## config.mk

```make
export PLATFORM = sky130hd
export DESIGN_NAME = sau_region_regs
export DESIGN_NICKNAME = d
export VERILOG_FILES = /design/src/rtl/sau_regs_pkg.sv /design/src/rtl/sau_regs_ctrl.sv /design/src/rtl/sau_regs_datapath.sv /design/src/rtl/sau_region_regs.sv
export SDC_FILE = /design/constraint.sdc
export NUM_CORES = 1
export LEC_CHECK = 0
export CAP_MARGIN = 20
export CORE_ASPECT_RATIO = 0.9
export CORE_MARGIN = 2
export CORE_UTILIZATION = 60
export CTS_BUF_LIST = sky130_fd_sc_hd__clkbuf_4
export CTS_CLUSTER_SIZE = 20
export DETAILED_ROUTE_END_ITERATION = 10
export PLACE_DENSITY_LB_ADDON = 0.08
export SKIP_LAST_GASP = 1
export SLEW_MARGIN = 20
export SYNTH_ARGS = -nofsm -noshare
export SYNTH_HDL_FRONTEND = slang
export SYNTH_SLANG_ARGS = --single-unit
```

## constraint.sdc

```tcl
create_clock -name clk -period 2.37 [get_ports clk]
set_input_delay 0.237 -clock clk [delete_from_list [all_inputs] [get_ports clk]]
set_output_delay 0.237 -clock clk [all_outputs]
set_load 0.05 [all_outputs]
```

## src/rtl/sau_regs_pkg.sv

```systemverilog
package sau_regs_pkg;

  // word indices of the register map
  localparam int IDX_CTRL  = 0;
  localparam int IDX_TYPE  = 1;
  localparam int IDX_RNUM  = 2;
  localparam int IDX_BASE  = 3;
  localparam int IDX_LIMIT = 4;
  localparam int IDX_FSTAT = 5;
  localparam int IDX_FADDR = 6;

  typedef enum logic [2:0] {
    SEL_CTRL  = 3'd0,
    SEL_TYPE  = 3'd1,
    SEL_RNUM  = 3'd2,
    SEL_BASE  = 3'd3,
    SEL_LIMIT = 3'd4,
    SEL_FSTAT = 3'd5,
    SEL_FADDR = 3'd6,
    SEL_NONE  = 3'd7
  } regSel_e;

  typedef struct packed {
    logic ctrlWr;
    logic rnumWr;
    logic baseWr;
    logic limitWr;
    logic fstatWr;
    logic faddrWr;
  } wrStrobe_t;

endpackage

```

## src/rtl/sau_regs_ctrl.sv

```systemverilog
module sau_regs_ctrl
  import sau_regs_pkg::*;
#(
  parameter int REGIONS = 8,
  parameter int DATA_W  = 32,
  parameter int IDX_W   = 3,
  parameter int RNUM_W  = 3
) (
  input  logic              clk,
  input  logic              rstN,
  input  logic              wrEn,
  input  logic              secAttr,
  input  logic [IDX_W-1:0]  wordAddr,
  input  logic [DATA_W-1:0] wrData,
  input  logic [RNUM_W-1:0] curRnum,
  output wrStrobe_t         strobe,
  output regSel_e           rdSel
);

  localparam logic [DATA_W-1:0] REGION_LIMIT = DATA_W'(REGIONS);

  logic    secWr;
  logic    rnumOk;
  logic    regionOk;
  regSel_e addrSel;

  assign secWr    = wrEn && secAttr;
  assign rnumOk   = wrData < REGION_LIMIT;
  assign regionOk = DATA_W'(curRnum) < REGION_LIMIT;

  always_comb begin
    case (int'(wordAddr))
      IDX_CTRL:  addrSel = SEL_CTRL;
      IDX_TYPE:  addrSel = SEL_TYPE;
      IDX_RNUM:  addrSel = SEL_RNUM;
      IDX_BASE:  addrSel = SEL_BASE;
      IDX_LIMIT: addrSel = SEL_LIMIT;
      IDX_FSTAT: addrSel = SEL_FSTAT;
      IDX_FADDR: addrSel = SEL_FADDR;
      default:   addrSel = SEL_NONE;
    endcase
  end

  always_comb begin
    strobe = '0;
    if (secWr) begin
      strobe.ctrlWr  = addrSel == SEL_CTRL;
      strobe.rnumWr  = (addrSel == SEL_RNUM) && rnumOk;
      strobe.baseWr  = (addrSel == SEL_BASE) && regionOk;
      strobe.limitWr = (addrSel == SEL_LIMIT) && regionOk;
      strobe.fstatWr = addrSel == SEL_FSTAT;
      strobe.faddrWr = addrSel == SEL_FADDR;
    end
  end

  assign rdSel = secAttr ? addrSel : SEL_NONE;

  AST_ONE_STROBE: assert property (@(posedge clk) disable iff (!rstN)
    $countones(strobe) <= 1);
  AST_NS_NO_STROBE: assert property (@(posedge clk) disable iff (!rstN)
    !secAttr |-> (strobe == '0));

endmodule

```

## src/rtl/sau_regs_datapath.sv

```systemverilog
module sau_regs_datapath
  import sau_regs_pkg::*;
#(
  parameter int REGIONS = 8,
  parameter int DATA_W  = 32,
  parameter int FSTAT_W = 8,
  parameter int RNUM_W  = 3
) (
  input  logic               clk,
  input  logic               rstN,
  input  wrStrobe_t          strobe,
  input  regSel_e            rdSel,
  input  logic [DATA_W-1:0]  wrData,
  input  logic [FSTAT_W-1:0] faultSet,
  output logic [RNUM_W-1:0]  curRnum,
  output logic [DATA_W-1:0]  rdData,
  output logic               invalidate
);

  localparam logic [DATA_W-1:0] BASE_KEEP  = ~DATA_W'(32'h1F);
  localparam logic [DATA_W-1:0] LIMIT_KEEP = ~DATA_W'(32'h1C);
  localparam logic [DATA_W-1:0] TYPE_VAL   = DATA_W'(8'(REGIONS));

  logic [1:0]         ctrlReg;
  logic [RNUM_W-1:0]  rnumReg;
  logic [FSTAT_W-1:0] fstatReg;
  logic [DATA_W-1:0]  faddrReg;
  logic [DATA_W-1:0]  baseArr  [REGIONS];
  logic [DATA_W-1:0]  limitArr [REGIONS];
  logic [FSTAT_W-1:0] fstatClr;

  assign curRnum  = rnumReg;
  assign fstatClr = strobe.fstatWr ? wrData[FSTAT_W-1:0] : '0;

  always_ff @(posedge clk or negedge rstN) begin
    if (!rstN) begin
      ctrlReg    <= '0;
      rnumReg    <= '0;
      fstatReg   <= '0;
      faddrReg   <= '0;
      invalidate <= 1'b0;
    end else begin
      if (strobe.ctrlWr)  ctrlReg  <= wrData[1:0];
      if (strobe.rnumWr)  rnumReg  <= wrData[RNUM_W-1:0];
      if (strobe.faddrWr) faddrReg <= wrData;
      fstatReg   <= (fstatReg & ~fstatClr) | faultSet;
      invalidate <= strobe.baseWr || strobe.limitWr;
    end
  end

  for (genvar g = 0; g < REGIONS; g++) begin : g_region
    logic hit;
    assign hit = int'(rnumReg) == g;
    always_ff @(posedge clk or negedge rstN) begin
      if (!rstN) begin
        baseArr[g]  <= '0;
        limitArr[g] <= '0;
      end else begin
        if (strobe.baseWr && hit)  baseArr[g]  <= wrData & BASE_KEEP;
        if (strobe.limitWr && hit) limitArr[g] <= wrData & LIMIT_KEEP;
      end
    end
  end

  always_comb begin
    case (rdSel)
      SEL_CTRL:  rdData = DATA_W'(ctrlReg);
      SEL_TYPE:  rdData = TYPE_VAL;
      SEL_RNUM:  rdData = DATA_W'(rnumReg);
      SEL_BASE:  rdData = baseArr[rnumReg];
      SEL_LIMIT: rdData = limitArr[rnumReg];
      SEL_FSTAT: rdData = DATA_W'(fstatReg);
      SEL_FADDR: rdData = faddrReg;
      default:   rdData = '0;
    endcase
  end

  AST_RNUM_IN_RANGE: assert property (@(posedge clk) disable iff (!rstN)
    int'(rnumReg) < REGIONS);
  AST_BASE_LOW_ZERO: assert property (@(posedge clk) disable iff (!rstN)
    baseArr[rnumReg][4:0] == 5'd0);
  AST_LIMIT_MID_ZERO: assert property (@(posedge clk) disable iff (!rstN)
    limitArr[rnumReg][4:2] == 3'd0);
  AST_FSTAT_CLEARED: assert property (@(posedge clk) disable iff (!rstN)
    strobe.fstatWr |=> ((fstatReg & $past(wrData[FSTAT_W-1:0] & ~faultSet)) == '0));
  AST_FSTAT_SET: assert property (@(posedge clk) disable iff (!rstN)
    (faultSet != '0) |=> ((fstatReg & $past(faultSet)) == $past(faultSet)));

endmodule

```

## src/rtl/sau_region_regs.sv

```systemverilog
module sau_region_regs
  import sau_regs_pkg::*;
#(
  parameter int REGIONS = 8,
  parameter int DATA_W  = 32,
  parameter int IDX_W   = 3,
  parameter int FSTAT_W = 8
) (
  input  logic               clk,
  input  logic               rstN,
  input  logic               wrEn,
  input  logic               secAttr,
  input  logic [IDX_W-1:0]   wordAddr,
  input  logic [DATA_W-1:0]  wrData,
  input  logic [FSTAT_W-1:0] faultSet,
  output logic [DATA_W-1:0]  rdData,
  output logic               invalidate
);

  localparam int RNUM_W = (REGIONS > 1) ? $clog2(REGIONS) : 1;

  wrStrobe_t         strobe;
  regSel_e           rdSel;
  logic [RNUM_W-1:0] curRnum;

  sau_regs_ctrl #(
    .REGIONS(REGIONS), .DATA_W(DATA_W), .IDX_W(IDX_W), .RNUM_W(RNUM_W)
  ) u_ctrl (
    .clk(clk), .rstN(rstN), .wrEn(wrEn), .secAttr(secAttr),
    .wordAddr(wordAddr), .wrData(wrData), .curRnum(curRnum),
    .strobe(strobe), .rdSel(rdSel)
  );

  sau_regs_datapath #(
    .REGIONS(REGIONS), .DATA_W(DATA_W), .FSTAT_W(FSTAT_W), .RNUM_W(RNUM_W)
  ) u_dp (
    .clk(clk), .rstN(rstN), .strobe(strobe), .rdSel(rdSel),
    .wrData(wrData), .faultSet(faultSet), .curRnum(curRnum),
    .rdData(rdData), .invalidate(invalidate)
  );

  AST_NS_READ_ZERO: assert property (@(posedge clk) disable iff (!rstN)
    !secAttr |-> (rdData == '0));
  AST_CTRL_NARROW: assert property (@(posedge clk) disable iff (!rstN)
    (secAttr && int'(wordAddr) == IDX_CTRL) |-> (rdData[DATA_W-1:2] == '0));
  AST_INVAL_SECURE: assert property (@(posedge clk) disable iff (!rstN)
    invalidate |-> $past(wrEn && secAttr));

endmodule

```

After elaboration in Yosys (flattened, before gate mapping). Cells that the tools add are included.

Flip-flop bits (word level): 494. Input bits: 47. Output and inout bits: 33. Word-level logic and storage cells: 85.

$lt $le $gt $ge: 2. Eq/ne operators: 24. Mux-type cells: 11. Bitwise gates (word level): 4. Reduce and logical (&&, ||, !) cells: 23.

Operators with widths (count): one-hot mux 32 bit (7 select lines) (1); binary-select mux 32 bit (select 3 bit) (2); two-way mux 32 bit (4); == test 3 bit, second input constant (13); less-than comparator 32 x 4 -> 1 bit, second input constant (1); == test 3 x 2 -> 1 bit, second input constant (8); one-hot mux 3 bit (7 select lines) (1); logical AND 1 bit (18); zero test 3 bit (4); == test 3 x 1 -> 1 bit, second input constant (3); AND 8 bit (1); two-way mux 8 bit (1); inverter 8 bit (1); bitwise OR 8 bit (1); two-way mux 6 bit (1); greater-or-equal comparator 4 bit, second input constant (1); inverter 3 -> 4 bit (1); two-way mux 3 bit (1); logical OR 1 bit (1).

Logic depth before layout (Yosys ltp).
Depth in word-level cells: 9. Gate-level depth with buffers: 8. Mapped depth without buffers: 4.

Cells and area by module. Synthesis repeated with hierarchy kept, for this count alone.

Cell total of the unflattened synthesis: 1530. Area total of the unflattened synthesis: 22774.3 um2.

By module, submodules not included: sau_regs_datapath (instances 1, cells each 1508, area an instance 22585.4 um2, seq. area each 12361.9 um2); sau_regs_ctrl (instances 1, cells each 22, area an instance 188.9 um2, seq. area each 0.0 um2).

Worst setup path before layout. OpenSTA, ideal clock, no wires.

Path type: reg-to-output. From: register u_dp.rnumReg[1] (netlist: u_dp.curRnum[1]). To: output rdData[11]. Arrival: 2.615 ns. Data required time: 2.133 ns. Path slack: -0.482 ns. Stages on the path, launching flop included: 8. Path buffers: 4. Cell sequence: dfrtp_1 buf_2 buf_2 buf_2 clkbuf_1 mux4_2 mux2i_1 o21ai_0.

Longest elaborated chain between the ends: 5. Elaborated cells on any way between the ends: 8. Those cells by class: 7 x mux; 1 x bitwise.

RTL lines: from (decl) (RTL line sau_regs_datapath.sv:25) `logic [RNUM_W-1:0] rnumReg;`; from (signal assigned) (RTL line sau_regs_datapath.sv:44) `if (strobe.rnumWr) rnumReg <= wrData[RNUM_W-1:0];`; inverter 3 -> 4 bit (implied by the code) (*) (RTL line sau_regs_datapath.sv:70, sau_regs_datapath.sv:71); binary-select mux 32 bit (select 3 bit) (on tied branches) (RTL line sau_regs_datapath.sv:71, sau_regs_datapath.sv:70); two-way mux 32 bit (on tied branches) (2 in a row) (RTL line sau_regs_datapath.sv:71, sau_regs_datapath.sv:70); one-hot mux 32 bit (7 select lines) (*) (RTL line sau_regs_datapath.sv:66) `case (rdSel)`; to (decl) (RTL line sau_region_regs.sv:16) `output logic [DATA_W-1:0] rdData,`.

Mark *: on every way between the ends. The rest lies on a longest branch, timed or not. The select of a mux whose other input is x is not followed.

Final worst setup path.
From: register u_dp.rnumReg[0] (netlist: u_dp.curRnum[0]). To: output rdData[19].

Same word-level chain as after synthesis.

==> flow_metrics.tcl <==
set metrics [dict create \
    status "complete, but fails checks" \
    violations "setup timing" \
    syn_nets 1550 \
    worstHoldPathType "input pin to flip-flop" \
    cp-start-kind "flip-flop" \
    grt_pass1_wl_mm 90.9 \
    p_leak_nw 13.1 \
    initial_core_util_pct 60.6 \
    grt_pass1_vias 15346 \
    crit_path_end_kind "output pin" \
    syn_inst 1503 \
    finalWirelength_mm 59.7 \
    ant_nets 0 \
    power_mw 17.5 \
    yosys.cell_types.count 43 \
    async_flop_share_pct 100 \
    cap_violations 0 \
    dr.pass1.iters 5 \
    routabilityCongestion 0.792 \
    grt-ovfl-total 0 \
    synth-seq-area-share_pct 55.1 \
    die_area_um2 39000 \
    cp_max_fo 7 \
    place_area_um2 25400 \
    dp_hpwl_mm 35.7 \
    rows 67 \
    avgRoutedWirePerCell_um 25.5 \
    numClockSinks 494 \
    synth-edff-count 0 \
    synth_top_cell_by_area "dfrtp_1" \
    synth_top_area_share_pct 55.1 \
    clock_latency_ns 0.88 \
    power_density_nw_per_um2 617 \
    finalHoldViolCount 0 \
    io-pin-count 80 \
    crit_arrival_ns 2.85 \
    core_um2 37100 \
    path_class "flip-flop to output pin" \
    design_area_um2 28300 \
    final_util_pct 76.3 \
    area_delta_synth_final_pct 25.9 \
    antenna_found_initial 2 \
    first_iter_violations 911 \
    drc 0 \
    drive_above_1_share_pct 57.4 \
    h-tree-depth 3 \
    setup_violations 51 \
    skew_ns 0.0417 \
    cts_tree "done" \
    dieHeight_um 188 \
    clk_pin_slew_worst_paths_ns 0.08 \
    netlist_area_um2 22500 \
    grt_max_degree 66 \
    nNetsFinal 1839 \
    clockBufferDepth 3 \
    portBuffers 79 \
    slew_viol_final 0 \
    vdd_drop_max_mv 0.453 \
    synth_area_leaders "dfrtp_1 55%, mux2_2 24%, mux4_2 6.7%, mux2i_1 5.2%, buf_2 1.1%" \
    fmax_mhz 324 \
    synth_ff_type "dfrtp_1" \
    layout_setup_ws_ns -0.713 \
    routed_via_density 6.17 \
    yosysWarningCount 0 \
    grt_usage_pct 30.9 \
    synth-seq-cells 494 \
    cts_buffers 120 \
    worst_slew_pin_slew_ns 0.491 \
    required_ns 2.13 \
    cts-root-buf "clkbuf_4" \
    die_width_um 208 \
    period_needed_ns 3.08 \
    vias 14428 \
    min_period_over_period_pct 130 \
    slew-limit-headroom_pct 67.2 \
    grt_setup_unrepaired "yes" \
    syn_area_per_cell_um2 14.9 \
]
-- cells by family (layout without fill, tap and decap cells) --
family,count (synthesis),count (layout),synth area share [%]
buf+inv,132,483,2.67
mux,669,669,36.3
compound gates,121,121,3.95
simple gates,87,87,2.07
flops,494,494,55.1
other cells,0,2,0
-- cell usage in the layout, fill, tap and decap left out, types with 3 or more instances in the layout --
master / Yosys / layout
dlygate4sd3_1: 0 / 12
clkbuf_4: 0 / 177
nor4_1: 7 / 7
buf_4: 11 / 112
o211ai_1: 6 / 6
nand3_1: 5 / 3
nor2_4: 3 / 8
clkinv_1: 0 / 4
o21ai_2: 0 / 12
mux2i_1: 116 / 105
buf_16: 0 / 9
clkbuf_16: 0 / 8
nor2b_1: 7 / 4
a22oi_1: 31 / 19
buf_8: 0 / 10
mux2_4: 0 / 15
mux2_1: 5 / 5
a32oi_2: 0 / 13
nand2_2: 0 / 8
a221oi_2: 0 / 10
mux4_2: 67 / 67
nand2_1: 37 / 29
o21ai_1: 0 / 7
dfrtp_1: 494 / 491
mux2_2: 481 / 466
inv_2: 1 / 4
nor3_1: 6 / 5
mux2i_2: 0 / 9
buf_12: 0 / 82
o21ai_0: 23 / 3
buf_6: 0 / 16
a221o_1: 5 / 5
nor2_1: 8 / 3
a21oi_1: 8 / 6
a21o_1: 8 / 8
clkdlybuf4s50_1: 0 / 46
a22oi_2: 0 / 12
a22o_1: 7 / 7
-- flip-flops by register name, summed over array words and instances (netlist names) --
signal,count
u_dp.baseArr,216
u_dp.ctrlReg,2
u_dp.curRnum,3
u_dp.faddrReg,32
u_dp.fstatReg,8
u_dp.invalidate,1
u_dp.limitArr,232
-- cells in the mapped netlist, types with 2 or more instances --
master and number:
buf_1 11, o221ai_1 2, dfrtp_1 494, a21o_1 8, buf_2 50, a221o_1 5, o21ai_0 23, buf_4 11
o22ai_1 2, mux2_1 5, a32oi_1 13, clkbuf_1 57, or3_1 2, inv_1 2, a21oi_1 8, nor2_4 3
a22oi_1 31, mux4_2 67, a221oi_1 14, nor3_1 6, nand2b_1 2, nor4_1 7, nor2b_1 7, a22o_1 7
mux2i_1 116, o211ai_1 6, nor2_1 8, nand2_1 37, nand3_1 5, mux2_2 481
-- layout make-up --
cell class,instances,area (um^2)
clock buffers,177,1330
fillers,2295,8770
flip-flops and latches,494,12400
clock inverters,7,26.3
repair buffers,296,3870
inverters,3,11.3
diodes,2,5.00
well taps,483,604
multi-input cells,877,10100
-- per-stage QoR --
| step | hold WS, ns | setup WS (ns) | cells | setup TNS (ns) |
|---|---|---|---|---|
| final | 0.0620 | -0.713 | 2339 | -18.68 |
| after global routing | 0.00343 | -0.805 | 2339 | -21.11 |
| after CTS | 0.0102 | -0.757 | 2319 | -19.76 |
| after detailed placement | 0.194 | -0.147 | 2082 | -1.50 |
| after global placement | 0.190 | -0.113 | 2082 | -0.710 |
| after floorplan | -0.0586 | -0.0410 | 1503 | -0.0410 |
-- power by group --
part           total (mW)  switching, mW  internal [mW]
logic                1.88          0.912          0.969
clock network        6.53           3.21           3.32
registers            9.04          0.221           8.82
total                17.5           4.34           13.1
-- critical path, cell delays in order (launching register included) --
cell and delay, ns:
dfrtp_4 0.46, buf_12 0.17, buf_16 0.15, mux4_2 0.53, nand2_2 0.08, a21oi_2 0.06, a221o_1 0.35, buf_12 0.18
-- routing by layer --
metal	share of wire (%)	global-route usage, %
met1	43	41.8
met3	5.1	7.34
met5	0	0
met2	49	50.0
met4	2.6	10.3
-- final timing paths --
kind | startpoint | end | slack (ns) | cells after the start
worst min-delay path | wrData[2] | u_dp.fstatReg[2] | 0.06 | 3
max in group asynchronous | rstN | u_dp.limitArr[122] | 1.85 | 3
min in group asynchronous | rstN | u_dp.limitArr[230] | 0.12 | 3
worst max-delay path | u_dp.curRnum[0] | rdData[19] | -0.71 | 7
worst max register to register | u_dp.curRnum[2] | u_dp.limitArr[255] | 0.01 | 8
worst min register to register | u_dp.fstatReg[1] | u_dp.fstatReg[1] | 0.48 | 1
-- timing repair --
action                                  4_1_cts  5_1_grt
endpoints found under the hold margin       503        0
endpoints found under the setup margin       30       51
gates cloned                                  7        4
pin swaps                                    23       26
setup buffers                                34       16
hold buffers                                 13        0
gates resized for setup                      88       75
No activity file was read; power rests on OpenSTA's default activity.
